==> src/rtl/bfu_pkg.sv <==
package bfu_pkg;
   typedef enum logic [1:0] {
      ALU_PASS = 2'd0,
      ALU_ADD  = 2'd1,
      ALU_AND  = 2'd2,
      ALU_XOR  = 2'd3
   } alu_op_e;
endpackage

==> src/rtl/bfu_rotmask.sv <==
module bfu_rotmask #(
   parameter int W     = 8,
   parameter int CNT_W = $clog2(W)
) (
   input  logic [W-1:0]     din,
   input  logic [CNT_W-1:0] cnt,
   input  logic [CNT_W-1:0] len,
   input  logic             rot_en,
   input  logic             mask_en,
   output logic [W-1:0]     dout
);
   logic [W-1:0] stage [0:CNT_W];
   logic [W-1:0] keep;

   assign stage[0] = din;

   // logarithmic right rotator, one stage per count bit
   for (genvar g = 0; g < CNT_W; g++) begin : g_rot
      localparam int AMT = 1 << g;
      assign stage[g+1] = (rot_en && cnt[g])
                        ? {stage[g][AMT-1:0], stage[g][W-1:AMT]}
                        : stage[g];
   end

   // low-bit keep mask; zero length keeps everything
   for (genvar i = 0; i < W; i++) begin : g_keep
      assign keep[i] = !mask_en || (len == '0) || (CNT_W'(i) < len);
   end

   assign dout = stage[CNT_W] & keep;
endmodule

==> src/rtl/bfu_alu.sv <==
module bfu_alu #(
   parameter int W = 8
) (
   input  logic [W-1:0]        a,
   input  logic [W-1:0]        b,
   input  bfu_pkg::alu_op_e    op,
   output logic [W-1:0]        y,
   output logic                carry
);
   import bfu_pkg::*;
   logic [W:0] sum;

   assign sum   = {1'b0, a} + {1'b0, b};
   assign carry = sum[W];

   always_comb begin
      unique case (op)
         ALU_PASS: y = b;
         ALU_ADD:  y = sum[W-1:0];
         ALU_AND:  y = a & b;
         ALU_XOR:  y = a ^ b;
         default:  y = b;
      endcase
   end
endmodule

==> src/rtl/bfu_shiftmerge.sv <==
module bfu_shiftmerge #(
   parameter int W     = 8,
   parameter int CNT_W = $clog2(W)
) (
   input  logic [W-1:0]     din,
   input  logic [CNT_W-1:0] cnt,
   input  logic [CNT_W-1:0] len,
   input  logic [W-1:0]     buf_in,
   output logic [W-1:0]     dout
);
   logic [W-1:0] stage [0:CNT_W];
   logic [W-1:0] field;
   logic [CNT_W:0] cnt_x;
   logic [CNT_W:0] top_x;

   assign stage[0] = din;
   assign cnt_x    = {1'b0, cnt};
   assign top_x    = cnt_x + {1'b0, len};

   // logarithmic left shifter, zero fill
   for (genvar g = 0; g < CNT_W; g++) begin : g_shl
      localparam int AMT = 1 << g;
      assign stage[g+1] = cnt[g]
                        ? {stage[g][W-AMT-1:0], {AMT{1'b0}}}
                        : stage[g];
   end

   // field of buffer bits that get replaced
   for (genvar i = 0; i < W; i++) begin : g_fld
      localparam logic [CNT_W:0] POS = (CNT_W+1)'(i);
      assign field[i] = (len == '0) || ((POS >= cnt_x) && (POS < top_x));
   end

   assign dout = (buf_in & ~field) | (stage[CNT_W] & field);
endmodule

==> src/rtl/bfu_datapath.sv <==
module bfu_datapath #(
   parameter int W     = 8,
   parameter int CNT_W = $clog2(W)
) (
   input  logic             clk,
   input  logic             rst_n,
   input  logic             op_valid,
   input  logic [1:0]       alu_op,
   input  logic             src_bus,
   input  logic             dst_bus,
   input  logic [CNT_W-1:0] cnt,
   input  logic [CNT_W-1:0] fld_len,
   input  logic [W-1:0]     src_data,
   input  logic [W-1:0]     aux_data,
   output logic [W-1:0]     res_q,
   output logic [W-1:0]     bus_q,
   output logic             ovf_q
);
   import bfu_pkg::*;

   if (W < 2 || (W & (W - 1)) != 0) begin : g_bad_width
      $error("bfu_datapath: W must be a power of two, at least 2");
   end
   if (CNT_W != $clog2(W)) begin : g_bad_cnt
      $error("bfu_datapath: CNT_W must equal clog2(W)");
   end

   logic            rot_en;
   logic [W-1:0]    pre_alu;
   logic [W-1:0]    alu_y;
   logic            alu_c;
   logic [W-1:0]    merged;
   alu_op_e         op_e;

   // rotation is skipped only on register-to-bus transfers
   assign rot_en = src_bus || !dst_bus;
   assign op_e   = alu_op_e'(alu_op);

   bfu_rotmask #(.W(W), .CNT_W(CNT_W)) u_front (
      .din     (src_data),
      .cnt     (cnt),
      .len     (fld_len),
      .rot_en  (rot_en),
      .mask_en (src_bus),
      .dout    (pre_alu)
   );

   bfu_alu #(.W(W)) u_alu (
      .a     (aux_data),
      .b     (pre_alu),
      .op    (op_e),
      .y     (alu_y),
      .carry (alu_c)
   );

   bfu_shiftmerge #(.W(W), .CNT_W(CNT_W)) u_back (
      .din    (alu_y),
      .cnt    (cnt),
      .len    (fld_len),
      .buf_in (bus_q),
      .dout   (merged)
   );

   always_ff @(posedge clk) begin
      if (!rst_n) begin
         res_q <= '0;
         bus_q <= '0;
         ovf_q <= 1'b0;
      end else if (op_valid) begin
         if (dst_bus) begin
            bus_q <= merged;
         end else begin
            res_q <= alu_y;
            if (src_bus) bus_q <= src_data;
         end
         if (op_e == ALU_ADD) ovf_q <= alu_c;
      end
   end
endmodule

==> config.mk <==
export PLATFORM = sky130hd
export DESIGN_NAME = bfu_datapath
export DESIGN_NICKNAME = d
export VERILOG_FILES = /design/src/rtl/bfu_pkg.sv /design/src/rtl/bfu_rotmask.sv /design/src/rtl/bfu_alu.sv /design/src/rtl/bfu_shiftmerge.sv /design/src/rtl/bfu_datapath.sv
export SDC_FILE = /design/constraint.sdc
export NUM_CORES = 1
export LEC_CHECK = 0
export BUFFER_PORTS_ARGS = -buffer_cell sky130_fd_sc_hd__buf_4
export CORE_MARGIN = 2
export CORE_UTILIZATION = 50
export DETAILED_ROUTE_END_ITERATION = 6
export MAX_ROUTING_LAYER = met4
export PLACE_DENSITY = 0.78
export SLEW_MARGIN = 30
export SYNTH_ARGS = -nofsm -noshare
export SYNTH_HDL_FRONTEND = slang
export SYNTH_SLANG_ARGS = --single-unit
==> constraint.sdc <==
create_clock -name clk -period 9.63 [get_ports clk]
set_input_delay 1.926 -clock clk [delete_from_list [all_inputs] [get_ports clk]]
set_output_delay 1.926 -clock clk [all_outputs]
set_load 0.1 [all_outputs]
# --- After elaboration in Yosys (flattened, before gate mapping) ---
# Cells that the tools add are included.
op_classes:
  addsub: 2
  order_cmp: 24
  n_eq_ne: 3
  n_mux: 9
  bitwise_logic: 8
  reduce_logical: 37
op_table:
  columns: ["cell", "n"]
  rows:
  - ["two-way mux 8 bit", 8]
  - ["AND 8 bit", 4]
  - ["case mux 8 bit (4 select lines)", 1]
  - ["logical OR 1 bit", 18]
  - ["less-than comparator 3 x 4 -> 1 bit, first input constant", 4]
  - [">= comparator 3 bit, first input constant", 4]
  - ["less-than comparator 3 bit, first input constant", 4]
  - ["logical AND 1 bit", 11]
  - ["adder 8 x 8 -> 9 bit", 1]
  - ["less-than comparator 1 x 4 -> 1 bit, first input constant", 2]
  - ["less-than comparator 2 x 4 -> 1 bit, first input constant", 2]
  - ["inverter 8 bit", 1]
  - ["bitwise OR 8 bit", 1]
  - ["XOR 8 bit", 1]
  - [">= comparator 1 x 3 -> 1 bit, first input constant", 2]
  - [">= comparator 2 x 3 -> 1 bit, first input constant", 2]
  - ["less-than comparator 1 x 3 -> 1 bit, first input constant", 2]
  - ["less-than comparator 2 x 3 -> 1 bit, first input constant", 2]
  - ["AND reduction 2 bit", 3]
  - ["adder 3 x 3 -> 4 bit", 1]
  - ["equality test 2 bit, second input constant", 2]
  - ["zero test 3 bit", 1]
  - ["equality test 2 x 1 -> 1 bit, second input constant", 1]
  - ["zero test 1 bit", 2]
  - ["3 further kinds", 3]
word_totals:
  reg_bits: 17
  inputBits: 29
  output_inout_bits: 17
  wordCells: 86

# --- Longest topological paths before layout ---
# Gate-level depths: netlist (run 1).
logic_depth:
  word_depth: 15
  mapped_depth: 16
  ltp_nobuf: 15

# --- By module ---
# From an unflattened synthesis (run 1), not the netlist that was laid out.
unflattened:
  cells_unflattened: 278
  hier_area_um2: 2377.3
modules_own_cells:
  columns: ["mod", "instances", "cells_each", "area_each_um2", "seq_area_each_um2"]
  rows:
  - ["bfu_datapath", 1, 69, 748.2, 340.3]
  - ["bfu_shiftmerge", 1, 78, 606.8, 0.0]
  - ["bfu_alu", 1, 66, 549.3, 0.0]
  - ["bfu_rotmask", 1, 65, 473.0, 0.0]

# --- Worst setup path before layout (run 1) ---
# OpenSTA, ideal clock, no wires.
synth_path:
  path_kind: "input-to-reg"
  startpoint: "in cnt[1]"
  endpoint: "reg with a tool-made name"
  setup_time_ns: 0.086
  arrival_ns: 4.683
  required_ns: 9.544
  setup_slack_ns: 4.861
  path_stages: 14
  n_path_buf: 2
  cell_sequence: "buf_4 > clkbuf_1 > a31oi_1 > o21ai_0 > o22ai_1 > and2_1 > ha_1 > and4b_1 > a211oi_1 > o21ai_1 > a31o_1 > a2111oi_2 > nor3_1 > a221oi_2"
synth_lines:
  columns: ["item", "line", "source"]
  rows:
  - ["start: declaration", "bfu_datapath.sv:11", "input logic [CNT_W-1:0] cnt,"]

==> metrics.md, run 1 <==
| Metric | Value |
|---|---|
| Fmax | `roughly 190 MHz` |
| Element type at the critical path start | `input pin` |
| R2r setup slk | `between 8000 and 9000 ps` |
| I/O pin cnt | `46` |
| Routed vias | `between 2000 and 3000` |
| Die Y | `73.6 microns` |
| Core ar. | `4690 sq um` |
| Setup_tns | `0 ps` |
| Max-slew violation count | `0` |
| Max-slew headroom | `about half` |
| Global-route wire length before repair | `11.8 mm` |
| H-tree depth | `1` |
| # setup viols final | `0` |
| CP max stage cell | `nor2b_1` |
| Post-CTS Hold Fix Bufs | `0` |
| RSZ-0062 raised after global routing | `no` |
| Min Tclk post-route | `roughly 5400 ps` |
| Ys Warns | `0` |
| First-pass DRT Iterations | `5` |
| Number of global-route vias before repair | `between 2000 and 2500` |
| Post-Layout Inst Area | `2750 sq um` |
| Req. time, crit path | `9770 ps` |
| Via density | `6.62` |
| Synth-to-layout area growth | `13.5%` |
| PnR worst setup slack | `roughly 4300 ps` |
| Fillers | `443` |
| Least-Margin Pin Slew | `about 740 ps` |
| Main synth FF type | `dfxtp_1` |
| CTS tree | `done` |
| Root Driver | `clkbuf_8` |
| Post-synth design cell area | `2420 sq um` |
| Layout net count | `between 400 and 500` |
| Power Dens Cells | `about 120 nW/um^2` |
| Max Root-Sink Buffers | `2` |
| Worst Hold Class | `reg2reg` |
| Placed cell area | `2700 sq um` |
| Setup Crit Path Kind | `in2reg` |
| Total wire length | `7.38 mm` |
| Number of synthesized register bits | `17` |
| Clk sinks | `17` |
| Pre-CTS setup slack | `4110 ps` |
| Detail Route Antenna Nets | `0` |
| Final Cycle Share | `between 50% and 60%` |
| Final total power | `roughly 340 uW` |
| Dpl hpwl | `5.70 mm` |
| Crit-path max FO | `12` |
| DRC viols | `0` |
| Arr. time, crit path | `about 5500 ps` |
| Gpl congestion | `0.978` |
| Setup crit end kind | `register` |
| Clock skew | `0 ps` |
| Max_cap viols | `0` |
| Initial Utilization | `51.6%` |
| Synth Instances | `339` |
| Most frequent CP cell | `mux2i_1` |
| P_leak | `~0.0011 uW` |
| N_diodes | `0` |
| Distinct cells, synth | `62` |
| Port Buffers | `45` |
| Reg2reg path depth | `4` |
| Largest net degree at the start of global routing | `36` |
| Post-CTS Setup Bufs | `0` |
| Max VDD drop | `around 0.094 mV` |
| Drt wl/cell | `around 18 microns` |
| Final Hold Fails | `0` |
| Cts bufs inserted | `3` |
| Ys async rst share | `0%` |
| 1st-iter DRT viols | `between 300 and 400` |
| Mean Syn Cell Area | `between 7 and 8 sq um` |
| Core Util, Final | `between 50% and 60%` |
| Sequential fraction of the synthesis area | `approximately 14%` |
| Post-synth EDFFs | `0` |
| Worst Setup SP | `dst_bus` |
| Status | `complete, no violations` |
| Hold Path Stages | `2` |
| GRT Total Usage | `between 20% and 30%` |
| Die width | `between 70 and 80 microns` |
| # resized after CTS | `0` |
| DIE AREA | `roughly 5400 sq um` |
| Gr ovfl total | `0` |
| Antenna violations before repair | `0` |
| Clock Pin Slew Worst Setup and Hold Paths | `roughly 70 ps` |
| CP peak stage delay | `roughly 630 ps` |
| Clock latency on the worst-skew pair | `between 200 and 300 ps` |
| Proportion of layout cells with a drive suffix above 1 | `18.1%` |
| Cells along the critical path | `buf_4 > nor2b_1 > nor2_1 > o221ai_1 > a21boi_0 > ha_1 > and4b_1 > a211oi_1 > mux2i_1 > a221oi_1 > mux2i_1 > mux2i_1 > o22ai_1` |
| Syn nets | `~380` |
| Core Rows | `25` |
## worst max-delay path: cells and delay by family
family | cells | cell delay, ps
simple gates | 3 | 1050
compound gates | 5 | 1420
mux | 3 | 550
buf+inv | 1 | 180
fa+ha+maj | 1 | 360
## cell type report
cell class	count	area (sq um)	area share [%]
clock buffers	4	45.0	1.64
inverters	20	75.1	2.73
multi-input cells	279	1880	68.5
flip-flops and latches	17	340	12.4
well taps	54	67.6	2.46
repair buffers	45	338	12.3
## routing by layer
| metal | GRT usage (%) | share of wire (%) | up-vias |
|---|---|---|---|
| met4 | 8.89 | 2.4 | 0 |
| li1 | - | - | 1324 |
| met2 | 42.4 | 45 | 162 |
| met3 | 3.84 | 9.1 | 16 |
| met1 | 38.8 | 44 | 1270 |
| met5 | - | 0 | - |
## report_power, final
group / switching (uW) / internal, uW
Combinational: 137 / 67.6
Sequential: 3.41 / 76.2
Clock: 24.3 / 29.4
## stage by stage
step / std cells / hold WS, ps
finish: 419 / 479
global route: 419 / 487
CTS: 419 / 469
detailed placement: 415 / 458
global placement: 415 / 454
floorplan: 339 / 888
## kinds of logic (layout without fill, tap and decap cells)
logic type / after synthesis / after routing / share of synthesized area (%)
flops: 17 / 17 / 14.1
buf+inv: 43 / 69 / 8.17
fa+ha+maj: 13 / 13 / 7.34
mux: 15 / 15 / 6.26
compound gates: 133 / 133 / 39.9
simple gates: 115 / 115 / 23.2
xor+xnor: 3 / 3 / 1.09
## worst min-delay path by stage
stage               startpoint       end  slack [ps]
finish                res_q[3]  res_q[3]         480
global route          res_q[3]  res_q[3]         490
CTS                   res_q[3]  res_q[3]         470
detailed placement    res_q[3]  res_q[3]         460
global placement      res_q[3]  res_q[3]         450
floorplan             res_q[3]  res_q[3]         890
## cell usage after synthesis, drive strengths merged (2+ instances only)
master	n	area share [%]
nor2	40	6.5
a21oi	35	7.2
nand2	25	4.0
inv	19	2.9
o21ai	19	3.9
dfxtp	17	14
mux2i	14	5.8
clkbuf	13	2.0
nor2b	13	3.4
o211ai	12	3.9
ha	11	5.7
buf	10	3.1
nand3	10	2.1
a31oi	9	2.9
nand2b	8	2.4
a211oi	7	2.2
o221ai	7	2.5
o22ai	7	1.8
nor3	6	1.2
o2111ai	6	2.7
a221oi	4	2.2
or3	4	1.0
a21o	3	0.93
a311oi	3	1.1
and2	3	0.78
o31ai	3	1.1
a2111oi	2	0.98
a22o	2	0.72
a22oi	2	0.83
a32o	2	0.83
fa	2	1.7
nand3b	2	0.62
o21a	2	0.62
or2	2	0.52
xor2	2	0.72
## placed cells by master, fill, tap and decap left out, types with 6 or more instances in the layout
cell type,count
nor2b_1,13
buf_4,45
ha_1,11
nand3_1,10
o211ai_1,11
a31oi_1,8
o22ai_1,7
mux2i_1,14
inv_1,19
nand2_1,24
o21ai_0,15
o221ai_1,7
nand2b_1,7
nor3_1,6
nor2_1,39
a21oi_1,35
a211oi_1,7
dfxtp_1,17
No activity file was read; power rests on OpenSTA's default activity.
==> run 2: changes to the inputs <==
Clock period 9.63 ns to 5.35 ns, I/O delays scaled along.
==> run 2 against run 1 <==
Clock skew is the same. Combinational power grew 79%. Routed wire length shrank 0.76%. Count of clock-buffer cells in the layout is the same. Largest power group unchanged. Clock power grew 80%. Die area is the same. First-iteration DRC count grew 4.2%. Sequential power grew 79%. Critical path depth is the same.
==> metrics.md, run 2 (synthesis results as in run 1) <==
| Metric | Value |
|---|---|
| Initial Utilization | `51.6% (unchanged)` |
| H-tree depth | `1 (unchanged)` |
| CTS tree | `done (unchanged)` |
| Req. time, crit path | `5480 ps (was 9770 ps)` |
| Max-slew headroom | `51.4% (was 50.4%)` |
| DIE AREA | `5410 sq um (unchanged)` |
| Final Cycle Share | `slightly above 80%` |
| Layout net count | `408 (unchanged)` |
| Proportion of layout cells with a drive suffix above 1 | `18.1% (unchanged)` |
| 1st-iter DRT viols | `346 (was 332)` |
| Post-CTS Setup Bufs | `0 (unchanged)` |
| Setup Crit Path Kind | `in2reg (unchanged)` |
| Core Rows | `25 (unchanged)` |
| Antenna violations before repair | `0 (unchanged)` |
| Final Hold Fails | `0 (unchanged)` |
| Post-CTS Hold Fix Bufs | `0 (unchanged)` |
| I/O pin cnt | `46 (unchanged)` |
| Global-route wire length before repair | `12.0 mm (was 11.8 mm)` |
| Die width | `73.6 microns (unchanged)` |
| Detail Route Antenna Nets | `0 (unchanged)` |
| Arr. time, crit path | `4550 ps (was 5490 ps)` |
| Port Buffers | `45 (unchanged)` |
| Max Root-Sink Buffers | `2 (unchanged)` |
| Least-Margin Pin Slew | `728 ps (was 742 ps)` |
| Number of global-route vias before repair | `2539 (was 2487)` |
| Gpl congestion | `0.978 (unchanged)` |
| Drt wl/cell | `17.5 microns (was 17.6 microns)` |
| # resized after CTS | `0 (unchanged)` |
| Total wire length | `7.32 mm (was 7.38 mm)` |
| Commonest non-fill, non-tap cell in the layout | `buf_4 (unchanged)` |
| Root Driver | `clkbuf_8 (unchanged)` |
| Core ar. | `4690 sq um (unchanged)` |
| Min Tclk post-route | `approximately 4400 ps` |
| Max_cap viols | `0 (unchanged)` |
| Power Dens Cells | `221 nW/um^2 (was 123 nW/um^2)` |
| Clock Pin Slew Worst Setup and Hold Paths | `70 ps (about the same)` |
| R2r setup slk | `4360 ps (was 8640 ps)` |
| Setup_tns | `0 ps (unchanged)` |
| Crit-path max FO | `12 (unchanged)` |
| Fmax | `around 230 MHz` |
| RSZ-0062 raised after global routing | `no (unchanged)` |
| Element type at the critical path start | `input pin (unchanged)` |
| Final total power | `607 uW (was 338 uW)` |
| N_diodes | `0 (unchanged)` |
| P_leak | `0.00114 uW (unchanged)` |
| Routed vias | `2771 (was 2772)` |
| Cts bufs inserted | `3 (unchanged)` |
| Commonest cells after routing, fill and taps aside | `buf_4 (45), nor2_1 (39), a21oi_1 (35) (unchanged)` |
| Via density | `6.61 (was 6.62)` |
| Status | `complete, no violations (unchanged)` |
| Setup crit end kind | `register (unchanged)` |
| Worst Hold Class | `reg2reg (unchanged)` |
| Synth-to-layout area growth | `13.5% (unchanged)` |
| First-pass DRT Iterations | `6 (was 5)` |
| Max VDD drop | `0.180 mV (was 0.0943 mV)` |
| Max-slew violation count | `0 (unchanged)` |
| Largest net degree at the start of global routing | `36 (unchanged)` |
| Clock latency on the worst-skew pair | `250 ps (about the same)` |
| Die Y | `73.6 microns (unchanged)` |
| DRC viols | `0 (unchanged)` |
| Gr ovfl total | `0 (unchanged)` |
| Clock skew | `0 ps (unchanged)` |
| Dpl hpwl | `5.63 mm (was 5.70 mm)` |
| # setup viols final | `0 (unchanged)` |
| GRT Total Usage | `28.4% (was 28.1%)` |
| Clk sinks | `17 (unchanged)` |
run 2: cell counts in the layout (fill, tap and decap cells not counted):
Identical to the previous run, type by type.
run 2: final timing paths:
check / to / startpoint / depth (start not counted)
max: register / dst_bus / 13
min: res_q[3] / res_q[3] / 2
max reg2reg: register / register / 4
min reg2reg: res_q[3] / res_q[3] / 2
run 2: metal layers:
layer	track usage, %	part of all wire [%]	vias to the layer above	routed length (microns)
met3	4.66	8.5	16	619
li1	-	-	1323	-
met2	43.1	45	146	3310
met5	-	0	-	0
met4	8.69	2.4	0	177
met1	38.6	44	1286	3210
run 2: area by class of cell:
| type | count | area [sq um] |
|---|---|---|
| clock buffers | 4 | 45.0 |
| fillers | 444 | 1940 |
| inverters | 20 | 75.1 |
| multi-input cells | 279 | 1880 |
| flip-flops and latches | 17 | 340 |
| well taps | 54 | 67.6 |
| repair buffers | 45 | 338 |
run 2: critical path, cell delays in order:
cell and delay (ps):
buf_4 180, nor2b_1 620, nor2_1 220, o221ai_1 240, a21boi_0 140, ha_1 350
and4b_1 210, a211oi_1 390, mux2i_1 130, a221oi_1 500, mux2i_1 190, a21oi_1 230
a221oi_2 80
run 2: through the flow:
stage	util (%)	area [sq um]	hold WS (ps)	worst slack [ps]	instances
global route	58.6	2750	480	650	419
finish	58.6	2750	469	930	419
global placement	57.6	2700	454	710	415
floorplan	-	2420	888	1440	339
CTS	58.6	2750	462	996	419
detailed placement	57.6	2700	450	733	415
run 2: report_power, final:
| part | internal [uW] | switching [uW] |
|---|---|---|
| Clock | 52.9 | 43.8 |
| Sequential | 137 | 5.99 |
| Combinational | 122 | 245 |
| Total | 312 | 295 |
